## config.mk

```make
export PLATFORM = sky130hd
export DESIGN_NAME = page_walker
export DESIGN_NICKNAME = d
export VERILOG_FILES = /design/src/rtl/pw_pkg.sv /design/src/rtl/pw_base_reg.sv /design/src/rtl/pw_addr_gen.sv /design/src/rtl/pw_ctrl.sv /design/src/rtl/page_walker.sv
export SDC_FILE = /design/constraint.sdc
export NUM_CORES = 1
export LEC_CHECK = 0
export BUFFER_PORTS_ARGS = -buffer_cell sky130_fd_sc_hd__buf_2
export CAP_MARGIN = 5
export CORE_ASPECT_RATIO = 0.7
export CORE_MARGIN = 2
export CORE_UTILIZATION = 45
export CTS_BUF_LIST = sky130_fd_sc_hd__clkbuf_2 sky130_fd_sc_hd__clkbuf_4 sky130_fd_sc_hd__clkbuf_8
export CTS_CLUSTER_SIZE = 24
export DETAILED_ROUTE_END_ITERATION = 8
export GPL_TIMING_DRIVEN = 0
export PLACE_DENSITY = 0.68
export SLEW_MARGIN = 20
export SYNTH_ARGS = -nofsm -noshare
export SYNTH_HDL_FRONTEND = slang
export SYNTH_HIERARCHICAL = 1
export SYNTH_SLANG_ARGS = --single-unit
```

## constraint.sdc

```tcl
create_clock -name clk -period 2.84 [get_ports clk]
set_input_delay 0.284 -clock clk [delete_from_list [all_inputs] [get_ports clk]]
set_output_delay 0.284 -clock clk [all_outputs]
set_load 0.05 [all_outputs]
```

## src/rtl/pw_pkg.sv

```systemverilog
package pw_pkg;

    localparam int PW_VA_W        = 32;
    localparam int PW_PA_W        = 32;
    localparam int PW_DATA_W      = 32;
    localparam int PW_OFF_W       = 12;
    localparam int PW_PFN_W       = 20;
    localparam int PW_PRESENT_BIT = 31;
    localparam int PW_ENTRY_SHIFT = 2;

    typedef enum logic [2:0] {
        WS_IDLE,
        WS_ENTRY_REQ,
        WS_ENTRY_WAIT,
        WS_DATA_REQ,
        WS_DATA_WAIT,
        WS_DONE,
        WS_FAULT
    } walk_state_t;

endpackage

```

## src/rtl/pw_base_reg.sv

```systemverilog
module pw_base_reg #(
    parameter int PA_W = pw_pkg::PW_PA_W
) (
    input  logic            clk,
    input  logic            rst,
    input  logic            wr_en,
    input  logic [PA_W-1:0] wr_data,
    input  logic            idle,
    output logic [PA_W-1:0] base_q
);

    always_ff @(posedge clk) begin
        if (rst) begin
            base_q <= '0;
        end else if (wr_en && idle) begin
            base_q <= wr_data;
        end
    end


    base_locked_chk: assert property (@(posedge clk) disable iff (rst)
        (wr_en && !idle) |=> $stable(base_q));

endmodule

```

## src/rtl/pw_addr_gen.sv

```systemverilog
module pw_addr_gen #(
    parameter int VA_W        = pw_pkg::PW_VA_W,
    parameter int PA_W        = pw_pkg::PW_PA_W,
    parameter int OFF_W       = pw_pkg::PW_OFF_W,
    parameter int PFN_W       = pw_pkg::PW_PFN_W,
    parameter int ENTRY_SHIFT = pw_pkg::PW_ENTRY_SHIFT
) (
    input  logic [PA_W-1:0]  base,
    input  logic [VA_W-1:0]  vaddr,
    input  logic [PFN_W-1:0] pfn,
    output logic [PA_W-1:0]  entry_addr,
    output logic [PA_W-1:0]  data_addr
);

    localparam int IDX_W   = VA_W - OFF_W;
    localparam int PHYS_RW = PFN_W + OFF_W;

    logic [IDX_W-1:0]   idx;
    logic [PHYS_RW-1:0] phys_raw;

    assign idx        = vaddr[VA_W-1:OFF_W];
    assign entry_addr = base + (PA_W'(idx) << ENTRY_SHIFT);
    assign phys_raw   = {pfn, vaddr[OFF_W-1:0]};

    generate
        if (PHYS_RW >= PA_W) begin : g_trunc
            assign data_addr = phys_raw[PA_W-1:0];
        end else begin : g_zext
            assign data_addr = {{(PA_W-PHYS_RW){1'b0}}, phys_raw};
        end
    endgenerate

endmodule

```

## src/rtl/pw_ctrl.sv

```systemverilog
module pw_ctrl
    import pw_pkg::*;
(
    input  logic clk,
    input  logic rst,
    input  logic req_valid,
    input  logic mem_req_ready,
    input  logic mem_resp_valid,
    input  logic entry_present,
    output logic req_ready,
    output logic mem_req_valid,
    output logic sel_data_addr,
    output logic cap_vaddr,
    output logic cap_entry,
    output logic cap_data,
    output logic done_pulse,
    output logic fault_pulse
);

    walk_state_t st, st_n;

    always_ff @(posedge clk) begin
        if (rst) begin
            st <= WS_IDLE;
        end else begin
            st <= st_n;
        end
    end

    always_comb begin
        st_n = st;
        unique case (st)
            WS_IDLE:       if (req_valid)      st_n = WS_ENTRY_REQ;
            WS_ENTRY_REQ:  if (mem_req_ready)  st_n = WS_ENTRY_WAIT;
            WS_ENTRY_WAIT: if (mem_resp_valid) st_n = entry_present ? WS_DATA_REQ : WS_FAULT;
            WS_DATA_REQ:   if (mem_req_ready)  st_n = WS_DATA_WAIT;
            WS_DATA_WAIT:  if (mem_resp_valid) st_n = WS_DONE;
            WS_DONE:       st_n = WS_IDLE;
            WS_FAULT:      st_n = WS_IDLE;
            default:       st_n = WS_IDLE;
        endcase
    end

    assign req_ready     = (st == WS_IDLE);
    assign cap_vaddr     = req_ready && req_valid;
    assign mem_req_valid = (st == WS_ENTRY_REQ) || (st == WS_DATA_REQ);
    assign sel_data_addr = (st == WS_DATA_REQ);
    assign cap_entry     = (st == WS_ENTRY_WAIT) && mem_resp_valid;
    assign cap_data      = (st == WS_DATA_WAIT) && mem_resp_valid;
    assign done_pulse    = (st == WS_DONE);
    assign fault_pulse   = (st == WS_FAULT);


    busy_after_accept_chk: assert property (@(posedge clk) disable iff (rst)
        (req_valid && req_ready) |=> !req_ready);


    done_single_chk: assert property (@(posedge clk) disable iff (rst)
        done_pulse |=> !done_pulse);


    fault_no_data_chk: assert property (@(posedge clk) disable iff (rst)
        fault_pulse |=> (!fault_pulse && !mem_req_valid));


    req_held_chk: assert property (@(posedge clk) disable iff (rst)
        (mem_req_valid && !mem_req_ready) |=> mem_req_valid);

endmodule

```

## src/rtl/page_walker.sv

```systemverilog
module page_walker
    import pw_pkg::*;
#(
    parameter int VA_W        = PW_VA_W,
    parameter int PA_W        = PW_PA_W,
    parameter int DATA_W      = PW_DATA_W,
    parameter int OFF_W       = PW_OFF_W,
    parameter int PFN_W       = PW_PFN_W,
    parameter int PRESENT_BIT = PW_PRESENT_BIT,
    parameter int ENTRY_SHIFT = PW_ENTRY_SHIFT
) (
    input  logic              clk,
    input  logic              rst,
    input  logic              base_wr_en,
    input  logic [PA_W-1:0]   base_wr_data,
    input  logic              req_valid,
    output logic              req_ready,
    input  logic [VA_W-1:0]   req_vaddr,
    output logic              resp_valid,
    output logic [DATA_W-1:0] resp_data,
    output logic              fault_valid,
    output logic [VA_W-1:0]   fault_vaddr,
    output logic              mem_req_valid,
    input  logic              mem_req_ready,
    output logic [PA_W-1:0]   mem_req_addr,
    input  logic              mem_resp_valid,
    input  logic [DATA_W-1:0] mem_resp_data
);

    logic              sel_data_addr;
    logic              cap_vaddr;
    logic              cap_entry;
    logic              cap_data;
    logic [PA_W-1:0]   base_q;
    logic [PA_W-1:0]   entry_addr;
    logic [PA_W-1:0]   data_addr;
    logic [VA_W-1:0]   vaddr_q;
    logic [PFN_W-1:0]  pfn_q;
    logic [DATA_W-1:0] mbr_q;

    pw_ctrl u_ctrl (
        .clk            (clk),
        .rst            (rst),
        .req_valid      (req_valid),
        .mem_req_ready  (mem_req_ready),
        .mem_resp_valid (mem_resp_valid),
        .entry_present  (mem_resp_data[PRESENT_BIT]),
        .req_ready      (req_ready),
        .mem_req_valid  (mem_req_valid),
        .sel_data_addr  (sel_data_addr),
        .cap_vaddr      (cap_vaddr),
        .cap_entry      (cap_entry),
        .cap_data       (cap_data),
        .done_pulse     (resp_valid),
        .fault_pulse    (fault_valid)
    );

    pw_base_reg #(.PA_W(PA_W)) u_base (
        .clk     (clk),
        .rst     (rst),
        .wr_en   (base_wr_en),
        .wr_data (base_wr_data),
        .idle    (req_ready),
        .base_q  (base_q)
    );

    pw_addr_gen #(
        .VA_W        (VA_W),
        .PA_W        (PA_W),
        .OFF_W       (OFF_W),
        .PFN_W       (PFN_W),
        .ENTRY_SHIFT (ENTRY_SHIFT)
    ) u_agen (
        .base       (base_q),
        .vaddr      (vaddr_q),
        .pfn        (pfn_q),
        .entry_addr (entry_addr),
        .data_addr  (data_addr)
    );

    always_ff @(posedge clk) begin
        if (rst) begin
            vaddr_q <= '0;
            pfn_q   <= '0;
            mbr_q   <= '0;
        end else begin
            if (cap_vaddr) vaddr_q <= req_vaddr;
            if (cap_entry) pfn_q   <= mem_resp_data[PFN_W-1:0];
            if (cap_data)  mbr_q   <= mem_resp_data;
        end
    end

    assign mem_req_addr = sel_data_addr ? data_addr : entry_addr;
    assign resp_data    = mbr_q;
    assign fault_vaddr  = vaddr_q;


    addr_hold_chk: assert property (@(posedge clk) disable iff (rst)
        (mem_req_valid && !mem_req_ready) |=> $stable(mem_req_addr));


    mbr_hold_chk: assert property (@(posedge clk) disable iff (rst)
        resp_valid |=> $stable(resp_data));


    one_outcome_chk: assert property (@(posedge clk) disable iff (rst)
        fault_valid |-> !resp_valid);

endmodule

```

# Word level (Yosys, flattened, before mapping)

Index checks and enable logic that the tools add are counted.

Register bits after elaboration: 119
Bits of input ports: 102
Output and inout port bits: 100
Word-level logic and storage cells: 32

Add/subtract/negate cells: 1
Equality and inequality tests: 11
Mux-type cells: 8
Reduce and logical (&&, ||, !) cells: 7

Operator list:

| operator             | number |
|---|---|
| $add A32 B22 Y32     | 1 |
| $mux W32             | 1 |
| $mux W3              | 6 |
| $pmux W3 S5          | 1 |
| $ne A2 B2 Y1 const B | 5 |
| $eq A3 B3 Y1 const B | 3 |
| $eq A3 B2 Y1 const B | 2 |
| $reduce_and A5 Y1    | 1 |
| $logic_and A1 B1 Y1  | 4 |
| $eq A3 B1 Y1 const B | 1 |
| $logic_not A3 Y1     | 1 |
| $logic_or A1 B1 Y1   | 1 |

# Logic depth before layout (Yosys ltp)

Gate-level depths: netlist of run 1.

Word-level depth: 3
Gate-level depth with buffers: 10

# Modules after synthesis

The synthesis of run 1 kept the hierarchy.

By module, submodules not included:

| module      | instances | cells an instance | area an instance (µm²) | seq. area each (µm²) |
|---|---|---|---|---|
| page_walker | 1         | 307               | 3,522.1                | 1,681.6 |
| pw_addr_gen | 1         | 259               | 1,729.2                | 0.0 |
| pw_base_reg | 1         | 145               | 1,522.7                | 640.6 |
| pw_ctrl     | 1         | 31                | 245.2                  | 60.1 |

# Worst setup path before layout of run 1

No wires, ideal clock.

Path kind: reg2out
Start point: register vaddr_q[12], in the netlist fault_vaddr[12]
End point: output mem_req_addr[30]
Arrival: 2,636 ps
Setup slack: -80 ps
Stages on the path, launching flop included: 11
Path through: dfxtp_1 > ha_1 > inv_1 > fa_1 > nor2b_1 > o2111a_1 > o31a_1 > o211ai_2 > a211oi_2 > xor2_1 > mux2_4

Word-level cells in the longest chain between the ends: 2

RTL lines:

| element                  | RTL line          | RTL |
|---|---|---|
| start: declaration       | page_walker.sv:37 | `logic [VA_W-1:0] vaddr_q;` |
| start signal: assignment | page_walker.sv:87 | `if (cap_vaddr) vaddr_q <= req_vaddr;` |
| $add A32 B22 Y32         | pw_addr_gen.sv:22 | `assign entry_addr = base + (PA_W'(idx) << ENTRY_SHIFT);` |
| via entry_addr[30]       | page_walker.sv:35 | `logic [PA_W-1:0] entry_addr;` |
| $mux W32                 | page_walker.sv:93 | `assign mem_req_addr = sel_data_addr ? data_addr : entry_addr;` |
| end: declaration         | page_walker.sv:25 | `output logic [PA_W-1:0] mem_req_addr,` |

The timed path passes the listed nets, and every way through them passes these cells.

# Final worst setup path of run 1

Start point: register vaddr_q[12], in the netlist fault_vaddr[12]
End point: output mem_req_addr[22]

The elaborated chain is that of the path after synthesis.

==> results of run 1 <==
==> cells in the mapped netlist (2+ instances only) <==
cell type,n
sky130_fd_sc_hd__nand2b_1,7
sky130_fd_sc_hd__clkbuf_1,3
sky130_fd_sc_hd__and4_1,2
sky130_fd_sc_hd__buf_2,23
sky130_fd_sc_hd__xor2_1,12
sky130_fd_sc_hd__nor2b_1,3
sky130_fd_sc_hd__a21boi_0,2
sky130_fd_sc_hd__buf_12,3
sky130_fd_sc_hd__inv_1,15
sky130_fd_sc_hd__o211ai_1,8
sky130_fd_sc_hd__and3_1,3
sky130_fd_sc_hd__nor3_1,12
sky130_fd_sc_hd__a21oi_2,30
sky130_fd_sc_hd__o21ai_0,9
sky130_fd_sc_hd__nand3_1,45
sky130_fd_sc_hd__dfxtp_1,119
sky130_fd_sc_hd__and2_1,3
sky130_fd_sc_hd__o21a_1,2
sky130_fd_sc_hd__buf_6,14
sky130_fd_sc_hd__buf_4,43
sky130_fd_sc_hd__a211o_1,2
sky130_fd_sc_hd__xnor2_1,10
sky130_fd_sc_hd__ha_1,20
sky130_fd_sc_hd__mux2_4,30
sky130_fd_sc_hd__or2_1,2
sky130_fd_sc_hd__a211oi_1,4
sky130_fd_sc_hd__a21bo_1,28
sky130_fd_sc_hd__mux2_2,2
sky130_fd_sc_hd__nand2_1,28
sky130_fd_sc_hd__a31oi_1,6
sky130_fd_sc_hd__a21o_1,4
sky130_fd_sc_hd__a21bo_2,4
sky130_fd_sc_hd__o21bai_1,3
sky130_fd_sc_hd__nand4_1,2
sky130_fd_sc_hd__o21ai_1,3
sky130_fd_sc_hd__nor3b_1,3
sky130_fd_sc_hd__nor4b_1,2
sky130_fd_sc_hd__a21oi_1,26
sky130_fd_sc_hd__nor4_1,2
sky130_fd_sc_hd__nor2_1,98
sky130_fd_sc_hd__a311oi_1,2
sky130_fd_sc_hd__mux2i_1,85
==> placed cells by master (no fill, tap or decap), types with 8 or more instances in the layout <==
cell / instances
sky130_fd_sc_hd__clkbuf_8: 18
sky130_fd_sc_hd__ha_4: 11
sky130_fd_sc_hd__nor2_1: 97
sky130_fd_sc_hd__mux2_4: 32
sky130_fd_sc_hd__dfxtp_1: 105
sky130_fd_sc_hd__buf_8: 13
sky130_fd_sc_hd__buf_2: 193
sky130_fd_sc_hd__a21bo_1: 28
sky130_fd_sc_hd__nand3_1: 41
sky130_fd_sc_hd__a21oi_1: 14
sky130_fd_sc_hd__xor2_1: 9
sky130_fd_sc_hd__o211ai_1: 8
sky130_fd_sc_hd__inv_1: 14
sky130_fd_sc_hd__mux2i_1: 85
sky130_fd_sc_hd__nand2_1: 21
sky130_fd_sc_hd__buf_6: 29
sky130_fd_sc_hd__dfxtp_2: 11
sky130_fd_sc_hd__a21oi_2: 39
sky130_fd_sc_hd__buf_4: 66
sky130_fd_sc_hd__nor3_1: 9
sky130_fd_sc_hd__ha_1: 9
==> cell families after synthesis <==
kind of cell	Yosys count
mux	117
xor+xnor	22
buf+inv	102
fa+ha+maj	21
compound gates	144
flops	119
simple gates	217
==> per-stage QoR <==
step	TNS, ns	setup slack [ns]
after global routing	-7.03	-0.491
after floorplan	0	0.0213
after detailed placement	-0.101	-0.0448
final	-4.91	-0.337
after global placement	-0.216	-0.0503
after CTS	-3.83	-0.375
==> area by class of cell <==
cell class	instances	area, sq um
Timing Repair Buffer	223	1400
Clock inverter	14	174
Clock buffer	17	234
Multi-Input combinational cell	521	4380
Sequential cell	119	2410
Tap cell	200	250
Inverter	15	56.3
Buffer	87	707
Fill cell	1251	5740
Antenna cell	1	2.50
==> tightest hold or removal path: stages <==
cell and delay, ns:
sky130_fd_sc_hd__buf_2 0.07, sky130_fd_sc_hd__mux2i_1 0.05, sky130_fd_sc_hd__nor2_1 0.07
==> repair_timing <==
action                                  4_1_cts  5_1_grt
buffers inserted                             15        7
gates resized for setup                     138       43
pin swaps                                    28       24
endpoints found under the setup margin       23       23
gates cloned                                  1        0
==> metal layers <==
| metal | vias to the layer above | wire length, um | global-route usage (%) |
|---|---|---|---|
| li1 | 3044 | - | - |
| met3 | 16 | 1340 | 6.69 |
| met5 | - | 0 | 0 |
| met2 | 195 | 8340 | 33.2 |
| met1 | 2841 | 10300 | 35.5 |
| met4 | 0 | 161 | 6.08 |
==> where the power goes <==
part	switching (uW)	internal (uW)	total (uW)
clock	761	871	1630
combinational	2170	1510	3680
sequential	187	1860	2050
total	3120	4240	7360
==> path summary, 6_finish.rpt <==
check | from | end | cells past startpoint
max | fault_vaddr[12]$_SDFFE_PP0P_ | mem_req_addr[22] | 11
min | req_vaddr[4] | fault_vaddr[4]$_SDFFE_PP0P_ | 3
max reg2reg | u_ctrl/st[0]$_SDFFE_PP0P_ | fault_vaddr[6]$_SDFFE_PP0P_ | 7
min reg2reg | resp_data[15]$_SDFFE_PP0P_ | resp_data[15]$_SDFFE_PP0P_ | 2
==> state kept, by name (all words and copies together) (netlist names) <==
register	cells
fault_vaddr	32
pfn_q	20
resp_data	32
u_base/base_q	32
u_ctrl/st	3
==> metrics.log, run 1 <==
INFO  metric outcome = finished with violations
INFO  metric violated_checks = setup timing
INFO  metric first_global_vias = 5780
INFO  metric drc = 0
INFO  metric setup-violations-final = 22
INFO  metric vias = 6096
INFO  metric gr-usage-all-layers = 23.7%
INFO  metric crit_family = compound AO/OA/AOI/OAI gates
INFO  metric synth.cell_area = 0.00702 sq mm
INFO  metric syn_to_layout_area_delta = 37.0%
INFO  metric worst_ep_arrival_time = 2.89 ns
INFO  metric final-max-slew-violation-count = 0
INFO  metric finalCoreUtilization = 62.6%
INFO  metric post_drt_wl_per_cell = 16.8 um
INFO  metric cts_bufs_inserted = 17
INFO  metric max-clock-path-buffers = 2
INFO  metric hp-class = in2reg
INFO  metric synth.distinct_cells = 60
INFO  metric sum_of_internal_switching_and_leakage_power = 7360 uW
INFO  metric grt_pass1_wl = 31.0 mm
INFO  metric worst_setup_hold_path_clk_slew = 0.08 ns
INFO  metric worst_pin_slew = 0.458 ns
INFO  metric cpPeakStageDelay = 0.37 ns
INFO  metric antenna_violations_before_repair = 0
INFO  metric ratio_of_cells_with_drive_above_1_in_the_final_layout = 48.7%
INFO  metric detail_route.first_pass.iterations = 4
INFO  metric hold_violations = 0
INFO  metric floorplan.die_area = 0.0166 sq mm
INFO  metric htreeDepth = 4
INFO  metric crit_path_max_fanout = 3
INFO  metric clock_root_buffer = sky130_fd_sc_hd__clkbuf_8
INFO  metric finalNetCount = 1107
INFO  metric cap_viol_max_count = 0
INFO  metric synth-edff-count = 0
INFO  metric design.core.area = 0.0154 sq mm
INFO  metric synth-xor-area-share = 2.75%
INFO  metric ys_top_cells_by_area = sky130_fd_sc_hd__dfxtp_1 34%, sky130_fd_sc_hd__mux2i_1 12%, sky130_fd_sc_hd__mux2_4 6.4%
INFO  metric place.gp.congestion = 0.878
INFO  metric crit_buf_inv = 2
INFO  metric power.density_cell_area = 765 mW/mm^2
INFO  metric post-route-period-util = 112%
INFO  metric rows = 38
INFO  metric routed_via_density = 5.09
INFO  metric max-slew-margin-rel = 69.5%
INFO  metric start_util = 45.7%
INFO  metric yosysSeqAreaShare = 33.9%
INFO  metric worst-endpoint-required = 2.56 ns
INFO  metric worstPathCellList = ha_4, inv_2, fa_2, nor2b_2, o2111a_2, o31a_1, o21ai_2, o311ai_1, and3_1, mux2_4, buf_8
INFO  metric fmax = 0.315 GHz
INFO  metric element_type_at_the_critical_path_end = primary output
INFO  metric drt-total-wl = 20.1 mm
INFO  metric drt_iter0_drc = 413
INFO  metric setup_repair_after_global_routing_missed_its_margin = yes
INFO  metric setup_slack = -0.337 ns
INFO  metric ys_async_sr_fraction = 0%
INFO  metric post_synth.cell_area_avg = 9.46 sq um
INFO  metric route.antenna.remaining_nets = 0
INFO  metric detailed_place_hpwl = 14.3 mm
INFO  metric synth.ff_latch_count = 119
INFO  metric global_route.overflow_total = 0
INFO  metric critPathLaunchType = flip-flop
INFO  metric yosysTopAreaCellShare = 33.9%
INFO  metric netlist_instances = 742
INFO  metric yosysTopAreaCell = sky130_fd_sc_hd__dfxtp_1
INFO  metric synth_compound_area_share = 16.0%
INFO  metric tritoncts_num_sinks = 119
INFO  metric synth_adder_area_share = 3.85%
INFO  metric p_leak = 0.00426 uW
INFO  metric placed_cells = 1142
INFO  metric critPathKind = reg2out
INFO  metric synthesis.yosys.warnings = 6
INFO  metric regToRegSetupSlack = 0.99 ns
INFO  metric period_needed = 3.18 ns
INFO  metric tritoncts = yes
INFO  metric dieWidth = 153 um
INFO  metric stdcell_count = 1197
INFO  metric final_cell_area = 0.00962 sq mm
INFO  metric ctsHoldBuffers = 0
INFO  metric critPathSlowestCell = sky130_fd_sc_hd__dfxtp_4
INFO  metric fin_worst_hold_slack = 0.0835 ns
INFO  metric synthesis.nets = 865
INFO  metric postSynth.topFlopCell = sky130_fd_sc_hd__dfxtp_1
INFO  metric worstSkewPairLatency = 0.43 ns
INFO  metric dpl-instance-area = 0.00827 sq mm
INFO  metric worst_ir_drop_vdd = 0.000380 V
INFO  metric port_buffers = 200
INFO  metric post_synth_mux_area_share = 18.9%
INFO  metric pin_count = 202
INFO  metric synth-simple-area-share = 14.2%
INFO  metric fin_skew = 0.0161 ns
INFO  metric vertical_extent_of_the_die = 108 um
INFO  metric synth_top_family_by_area = multiplexers
INFO  metric grt_max_degree = 17
(Power assumes the default switching activity.)
==> run 2: changes to the inputs <==
SETUP_SLACK_MARGIN = 0.4   (was default)
TNS_END_PERCENT = 50   (was default)
==> run 2 against run 1 <==
Compared with the run above:
- the run still ends with setup timing left
- critical path type unchanged
- clock power about the same
- clock skew about the same
- count of clock-buffer cells in the layout increased by 1
- global-route usage decreased by 0.75 points
- sequential cell count unchanged
- fmax increased by 0.55%
- cell count decreased by 0.25%
- critical endpoint is now mem_req_addr[24]
- wire length decreased by 2.9%
- cell area decreased by 1.2%
==> metrics.log, run 2 (synthesis results as in run 1) <==
INFO  metric pin_count = 202 (unchanged)
INFO  metric finalNetCount = 1104 (-0.27%)
INFO  metric max-slew-margin-rel = 62.2% (-7.3 points)
INFO  metric tritoncts_num_sinks = 119 (unchanged)
INFO  metric element_type_at_the_critical_path_end = primary output
INFO  metric pwr-share-clk = 22.2% (about the same)
INFO  metric endpoint = mem_req_addr[24]
INFO  metric first_global_vias = 5710 (-1.2%)
INFO  metric setup_repair_after_global_routing_missed_its_margin = yes
INFO  metric hold_violations = 0 (unchanged)
INFO  metric floorplan.die_area = 0.0166 sq mm (unchanged)
INFO  metric seqCellArea = 0.00243 sq mm (+0.94%)
INFO  metric cts_bufs_inserted = 17 (unchanged)
INFO  metric rr_startpoint = u_ctrl/st[2]$_SDFFE_PP0P_
INFO  metric max-clock-path-buffers = 2 (unchanged)
INFO  metric routed_via_density = 5.04 (-1.1%)
INFO  metric detailed_place_hpwl = 14.0 mm (-1.5%)
INFO  metric critPathSlowestCell = sky130_fd_sc_hd__dfxtp_4
INFO  metric critPathLaunchType = flip-flop
INFO  metric setup-violations-final = 20 (-9.1%)
INFO  metric port_buffers = 200 (unchanged)
INFO  metric fin_skew = 0.0159 ns (-0.000204 ns)
INFO  metric place.gp.congestion = 0.860 (-2.0%)
INFO  metric layout.cells.most_common = sky130_fd_sc_hd__buf_2
INFO  metric p_switching = 3000 uW (-3.8%)
INFO  metric worst_ir_drop_vdd = 0.000444 V (+17%)
INFO  metric fillers = 1320 (+5.5%)
INFO  metric tritoncts = yes
INFO  metric vertical_extent_of_the_die = 108 um (unchanged)
INFO  metric regToRegSetupSlack = 1.12 ns (+0.13 ns)
INFO  metric power.switching_fraction = 41.5% (-0.82 points)
INFO  metric ctsHoldBuffers = 0 (unchanged)
INFO  metric final-max-slew-violation-count = 0 (unchanged)
INFO  metric multi_input_comb_area = 0.00427 sq mm (-2.5%)
INFO  metric most-common-layout-cells = 186 x sky130_fd_sc_hd__buf_2, 99 x sky130_fd_sc_hd__dfxtp_1, 95 x sky130_fd_sc_hd__nor2_1
INFO  metric htreeDepth = 4 (unchanged)
INFO  metric gr-usage-all-layers = 23.0% (-0.75 points)
INFO  metric worst-endpoint-required = 2.56 ns (about the same)
INFO  metric finalCoreUtilization = 61.9% (-0.73 points)
INFO  metric cap_viol_max_count = 0 (unchanged)
INFO  metric dp_slack = -0.0619 ns (-0.0171 ns)
INFO  metric period_needed = 3.16 ns (-0.0174 ns)
INFO  metric global_route.overflow_total = 0 (unchanged)
INFO  metric crit_path_max_fanout = 5 (+2)
INFO  metric critPathKind = reg2out
INFO  metric detail_route.first_pass.iterations = 5 (+1)
INFO  metric drc = 0 (unchanged)
INFO  metric p_leak = 0.00419 uW (-1.5%)
INFO  metric outcome = finished with violations
INFO  metric route.antenna.remaining_nets = 0 (unchanged)
INFO  metric antenna_violations_before_repair = 0 (unchanged)
INFO  metric post-route-period-util = 111% (-0.61 points)
INFO  metric post_drt_wl_per_cell = 16.4 um (-2.7%)
INFO  metric totalNegativeSetupSlack = -3.47 ns (+1.44 ns)
INFO  metric setup.worst_path.start = fault_vaddr[16]$_SDFFE_PP0P_
INFO  metric worst_setup_hold_path_clk_slew = 0.08 ns (about the same)
INFO  metric drt-total-wl = 19.5 mm (-2.9%)
INFO  metric design.core.area = 0.0154 sq mm (unchanged)
INFO  metric cp_common_cell = sky130_fd_sc_hd__a21o_1
INFO  metric fmax = 0.317 GHz (+0.55%)
INFO  metric hp-class = in2reg
INFO  metric dieWidth = 153 um (unchanged)
INFO  metric internal_power = 4220 uW (-0.54%)
INFO  metric power.density_cell_area = 759 mW/mm^2 (-0.79%)
INFO  metric sum_of_internal_switching_and_leakage_power = 7220 uW (-1.9%)
INFO  metric setup_slack = -0.319 ns (+0.0175 ns)
INFO  metric syn_to_layout_area_delta = 35.4%
INFO  metric ratio_of_cells_with_drive_above_1_in_the_final_layout = 48.2% (-0.46 points)
INFO  metric rows = 38 (unchanged)
INFO  metric cpPeakStageDelay = 0.37 ns (about the same)
INFO  metric start_util = 45.7% (unchanged)
INFO  metric worstPathCellList = ha_4, a21o_1, a21o_1, o31a_1, o211ai_4, a21boi_1, xor2_1, mux2_4, buf_4
INFO  metric hold_start = req_vaddr[12]
INFO  metric comb_power_share = 49.5% (-0.5 points)
INFO  metric worst_ep_arrival_time = 2.88 ns (about the same)
INFO  metric grt_max_degree = 17 (unchanged)
INFO  metric worstSkewPairLatency = 0.43 ns (about the same)
INFO  metric worst_pin_slew = 0.567 ns (+0.109 ns)
INFO  metric grt_pass1_wl = 30.0 mm (-3.0%)
INFO  metric drt_iter0_drc = 442 (+7.0%)
INFO  metric fin_worst_hold_slack = 0.0818 ns (-0.00168 ns)
INFO  metric vias = 6015 (-1.3%)
INFO  metric hold-path-cell-count = 3 (unchanged)
INFO  metric reg2reg_depth = 7 (unchanged)
INFO  metric register_share_of_total_power = 28.2% (+0.3 points)
INFO  metric violated_checks = setup timing
INFO  metric r2r_end = fault_vaddr[15]$_SDFFE_PP0P_
INFO  metric clock_root_buffer = sky130_fd_sc_hd__clkbuf_8
==> run 2: power groups by stage <==
stage          Combinational (uW)  Sequential, uW  Clock (uW)
3_5_place_dp                 3130            2060           0
5_1_grt                      3780            2060        1710
6_report                     3570            2040        1600
3_3_place_gp                 3120            2060           0
4_1_cts                      3470            2030        1630
2_1_floorplan                2210            2300           0
==> run 2: per-layer routing <==
| layer | wire length, um | track usage (%) | share of wire (%) | vias up |
|---|---|---|---|---|
| met1 | 9980 | 34.1 | 51 | 2739 |
| met2 | 8140 | 33.4 | 42 | 206 |
| li1 | - | - | - | 3054 |
| met5 | 0 | 0 | 0 | - |
| met3 | 1270 | 5.61 | 6.5 | 16 |
| met4 | 150 | 5.29 | 0.77 | 0 |
==> run 2: what timing repair did <==
| item | 4_1_cts | 5_1_grt |
|---|---|---|
| pin swaps | 33 | 8 |
| endpoints found under the setup margin | 26 | 32 |
| resized for setup | 105 | 47 |
| gates cloned | 1 | 0 |
| buffers inserted | 17 | 2 |
==> run 2: layout make-up <==
cell class	instances	share of cell area, %
Antenna cell	1	0.0263
Buffer	87	7.57
Clock buffer	18	2.61
Clock inverter	13	1.65
Inverter	15	0.592
Multi-Input combinational cell	521	45.0
Sequential cell	119	25.6
Tap cell	200	2.63
Timing Repair Buffer	220	14.4
==> run 2: how the worst min path moves through the flow <==
| stage | to | slack [ns] |
|---|---|---|
| floorplan | u_base/base_q[29]$_SDFFE_PP0P_ | 0.35 |
| global placement | resp_data[26]$_SDFFE_PP0P_ | 0.47 |
| detailed placement | resp_data[16]$_SDFFE_PP0P_ | 0.48 |
| CTS | fault_vaddr[12]$_SDFFE_PP0P_ | 0.05 |
| global route | fault_vaddr[17]$_SDFFE_PP0P_ | 0.06 |
| finish | fault_vaddr[12]$_SDFFE_PP0P_ | 0.08 |
==> run 2: critical path, delay by kind of cell (launching register included) <==
kind / cells / cell delay, ns
adders and majority gates: 1 / 0.24
DFF: 1 / 0.37
AOI/OAI and AO/OA: 5 / 1.18
buffers and inverters: 1 / 0.19
muxes: 1 / 0.28
xor gates and xnor gates: 1 / 0.19
==> run 2: metrics by stage <==
stage          cell area, sq um  instances
3_5_place_dp               8360       1142
4_1_cts                    9320       1191
6_report                   9510       1194
2_1_floorplan              7110        742
5_1_grt                    9500       1193
3_3_place_gp               8360       1142
==> run 3: changes to the inputs <==
CORE_UTILIZATION = 53   (was 45)
CTS_BUF_LIST = default   (was sky130_fd_sc_hd__clkbuf_2 sky130_fd_sc_hd__clkbuf_4 sky130_fd_sc_hd__clkbuf_8)
GPL_ROUTABILITY_DRIVEN = 1   (was default)
PLACE_DENSITY = 0.78   (was 0.68)
==> run 3 against run 2 <==
Compared with the run above:
- hold slack gained 0.020 ns
- cell count shrank 2.3%
- global-route usage up 5.0 points
- clock power grew 52%
- combinational power rose by 6.2%
- the run still ends with setup timing left
- fmax shrank 0.98%
- wire length rose by 7.8%
- sequential power about the same
- critical path depth up 3
==> metrics.log, run 3 (synthesis results as in run 1) <==
INFO  metric routed_via_density = 5.56 (+10%)
INFO  metric pin_count = 202 (unchanged)
INFO  metric post-route-period-util = 112% (+1.1 points)
INFO  metric tritoncts_num_sinks = 119 (unchanged)
INFO  metric ctsHoldBuffers = 0 (unchanged)
INFO  metric setup_repair_after_global_routing_missed_its_margin = yes
INFO  metric rows = 35 (-7.9%)
INFO  metric met2_usage = 41.9% (+8.5 points)
INFO  metric vertical_extent_of_the_die = 100 um (-7.6%)
INFO  metric start_util = 53.8% (+8.1 points)
INFO  metric multi_input_comb_area = 0.00440 sq mm (+3.0%)
INFO  metric dieWidth = 142 um (-7.6%)
INFO  metric element_type_at_the_critical_path_end = primary output
INFO  metric sum_of_internal_switching_and_leakage_power = 8280 uW (+15%)
INFO  metric detailed_place_hpwl = 13.6 mm (-3.0%)
INFO  metric globalRouteMet3Util = 7.44% (+1.8 points)
INFO  metric htreeDepth = 4 (unchanged)
INFO  metric antenna_violations_before_repair = 0 (unchanged)
INFO  metric worst_ep_arrival_time = 2.91 ns (+0.03 ns)
INFO  metric cap_viol_max_count = 0 (unchanged)
INFO  metric violated_checks = setup timing
INFO  metric hp-class = in2reg
INFO  metric dpl-instance-area = 0.00832 sq mm (-0.51%)
INFO  metric grt_pass1_wl = 31.1 mm (+3.7%)
INFO  metric cts_bufs_inserted = 17 (unchanged)
INFO  metric layout.cells.most_common = sky130_fd_sc_hd__buf_2
INFO  metric fin_skew = 0.00532 ns (-0.0105 ns)
INFO  metric critPathSlowestCell = sky130_fd_sc_hd__dfxtp_4
INFO  metric post_drt_wl_per_cell = 18.1 um (+10%)
INFO  metric place.gp.congestion = 0.921 (+7.1%)
INFO  metric final_cell_area = 0.00994 sq mm (+4.6%)
INFO  metric final-max-slew-violation-count = 0 (unchanged)
INFO  metric worstSkewPairLatency = 0.41 ns (-0.02 ns)
INFO  metric first_global_vias = 6087 (+6.6%)
INFO  metric finalNetCount = 1110 (+0.54%)
INFO  metric antenna-diode-count = 0 (-1)
INFO  metric drt_iter0_drc = 647 (+46%)
INFO  metric ratio_of_cells_with_drive_above_1_in_the_final_layout = 50.3% (+2.1 points)
INFO  metric hold_violations = 0 (unchanged)
INFO  metric r2r_end = fault_vaddr[10]$_SDFFE_PP0P_
INFO  metric design.core.area = 0.0131 sq mm (-15%)
INFO  metric met1_usage = 38.6% (+4.5 points)
INFO  metric route.antenna.remaining_nets = 0 (unchanged)
INFO  metric port_buffers = 200 (unchanged)
INFO  metric critPathKind = reg2out
INFO  metric regToRegSetupSlack = 1.05 ns (-0.07 ns)
INFO  metric setup.worst_path.start = fault_vaddr[12]$_SDFFE_PP0P_
INFO  metric reg2reg_depth = 7 (unchanged)
INFO  metric seqCellArea = 0.00243 sq mm (+0.15%)
INFO  metric stdcell_count = 1166 (-2.3%)
INFO  metric most-common-layout-cells = 187 x sky130_fd_sc_hd__buf_2, 96 x sky130_fd_sc_hd__nor2_1, 96 x sky130_fd_sc_hd__dfxtp_1
INFO  metric period_needed = 3.19 ns (+0.0314 ns)
INFO  metric worst-endpoint-required = 2.56 ns (about the same)
INFO  metric crit_path_max_fanout = 5 (unchanged)
INFO  metric placed_cells = 1108 (-3.0%)
INFO  metric grt_max_degree = 17 (unchanged)
INFO  metric worst_pin_slew = 0.535 ns (-0.0315 ns)
INFO  metric max-clock-path-buffers = 2 (unchanged)
INFO  metric syn_to_layout_area_delta = 41.7%
INFO  metric globalRoute.busiestLayer = met2
INFO  metric drt-total-wl = 21.1 mm (+7.8%)
INFO  metric drc = 0 (unchanged)
INFO  metric vias = 6482 (+7.8%)
INFO  metric max-slew-margin-rel = 64.3% (+2.1 points)
INFO  metric clock_root_buffer = sky130_fd_sc_hd__clkbuf_16
INFO  metric gr-usage-all-layers = 27.9% (+5.0 points)
INFO  metric worstPathCellList = ha_4, inv_2, fa_2, nor2b_2, o2111a_2, o31a_1, o211ai_4, buf_4, a21oi_2, xor2_1, mux2_4, buf_6
INFO  metric setup_slack = -0.351 ns (-0.0314 ns)
INFO  metric cpPeakStageDelay = 0.36 ns (about the same)
INFO  metric fmax = 0.313 GHz (-0.98%)
INFO  metric worst_setup_hold_path_clk_slew = 0.06 ns (-0.02 ns)
INFO  metric p_leak = 0.00438 uW (+4.6%)
INFO  metric tritoncts = yes
INFO  metric rr_startpoint = u_ctrl/st[0]$_SDFFE_PP0P_
INFO  metric detail_route.first_pass.iterations = 7 (+2)
INFO  metric setup-violations-final = 19 (-5.0%)
INFO  metric worst_ir_drop_vdd = 0.000533 V (+20%)
INFO  metric global_route.overflow_total = 0 (unchanged)
INFO  metric floorplan.die_area = 0.0142 sq mm (-15%)
INFO  metric outcome = finished with violations
INFO  metric endpoint = mem_req_addr[26]
INFO  metric critPathLaunchType = flip-flop
INFO  metric power.density_cell_area = 832 mW/mm^2 (+9.6%)
INFO  metric fillers = 881 (-33%)
-- run 3: where the power goes --
part | switching (uW) | internal [uW] | total, uW
clock network | 823 | 1610 | 2440
logic | 2220 | 1570 | 3790
registers | 178 | 1870 | 2050
total | 3220 | 5060 | 8280
-- run 3: layout make-up --
class / count / area share, %
buffer: 87 / 7.20
clock inverter: 11 / 1.81
sequential: 119 / 24.5
timing repair buffer: 226 / 14.7
tap: 166 / 2.09
inverter: 15 / 0.566
clock buffer: 21 / 4.96
multi-input combinational: 521 / 44.2
-- run 3: layer usage --
| layer | vias to the layer above | share of wire [%] |
|---|---|---|
| met5 | - | 0 |
| met4 | 0 | 3.3 |
| li1 | 3054 | - |
| met3 | 75 | 8.5 |
| met1 | 3001 | 46 |
| met2 | 352 | 43 |
-- run 3: repair_timing --
item	4_1_cts	5_1_grt
pin swaps	38	22
buffers inserted	19	6
resized for setup	150	32
cloned	1	0
setup endpoints to repair	32	32
-- run 3: worst min-delay path by stage --
stage                                     startpoint                              to  slack, ns  cells past startpoint
after global routing               mem_resp_data[26]      resp_data[26]$_SDFFE_PP0P_       0.10                      3
after detailed placement   resp_data[4]$_SDFFE_PP0P_       resp_data[4]$_SDFFE_PP0P_       0.48                      2
after floorplan                                  rst  u_base/base_q[29]$_SDFFE_PP0P_       0.35                      1
final                              mem_resp_data[24]      resp_data[24]$_SDFFE_PP0P_       0.10                      3
after global placement    resp_data[10]$_SDFFE_PP0P_      resp_data[10]$_SDFFE_PP0P_       0.47                      2
after CTS                          mem_resp_data[24]      resp_data[24]$_SDFFE_PP0P_        0.1                      3
-- run 3: worst max-delay path: cells and delay by family (launching register included) --
kind	cells	cell delay, ns
compound gates	4	0.89
xor+xnor	1	0.15
fa+ha+maj	2	0.38
buf+inv	3	0.39
flops	1	0.36
mux	1	0.28
simple gates	1	0.05
-- run 3: per-stage QoR --
| step | util [%] | setup TNS [ns] | setup WS [ns] | hold slack, ns |
|---|---|---|---|---|
| after global placement | 63.7 | -0.0636 | -0.0636 | 0.469 |
| final | 76.2 | -3.77 | -0.351 | 0.102 |
| after CTS | 74.7 | -2.51 | -0.344 | 0.0953 |
| after global routing | 76.2 | -5.06 | -0.443 | 0.101 |
| after detailed placement | 63.7 | -0.0542 | -0.0542 | 0.481 |
| after floorplan | - | 0 | 0.229 | 0.353 |
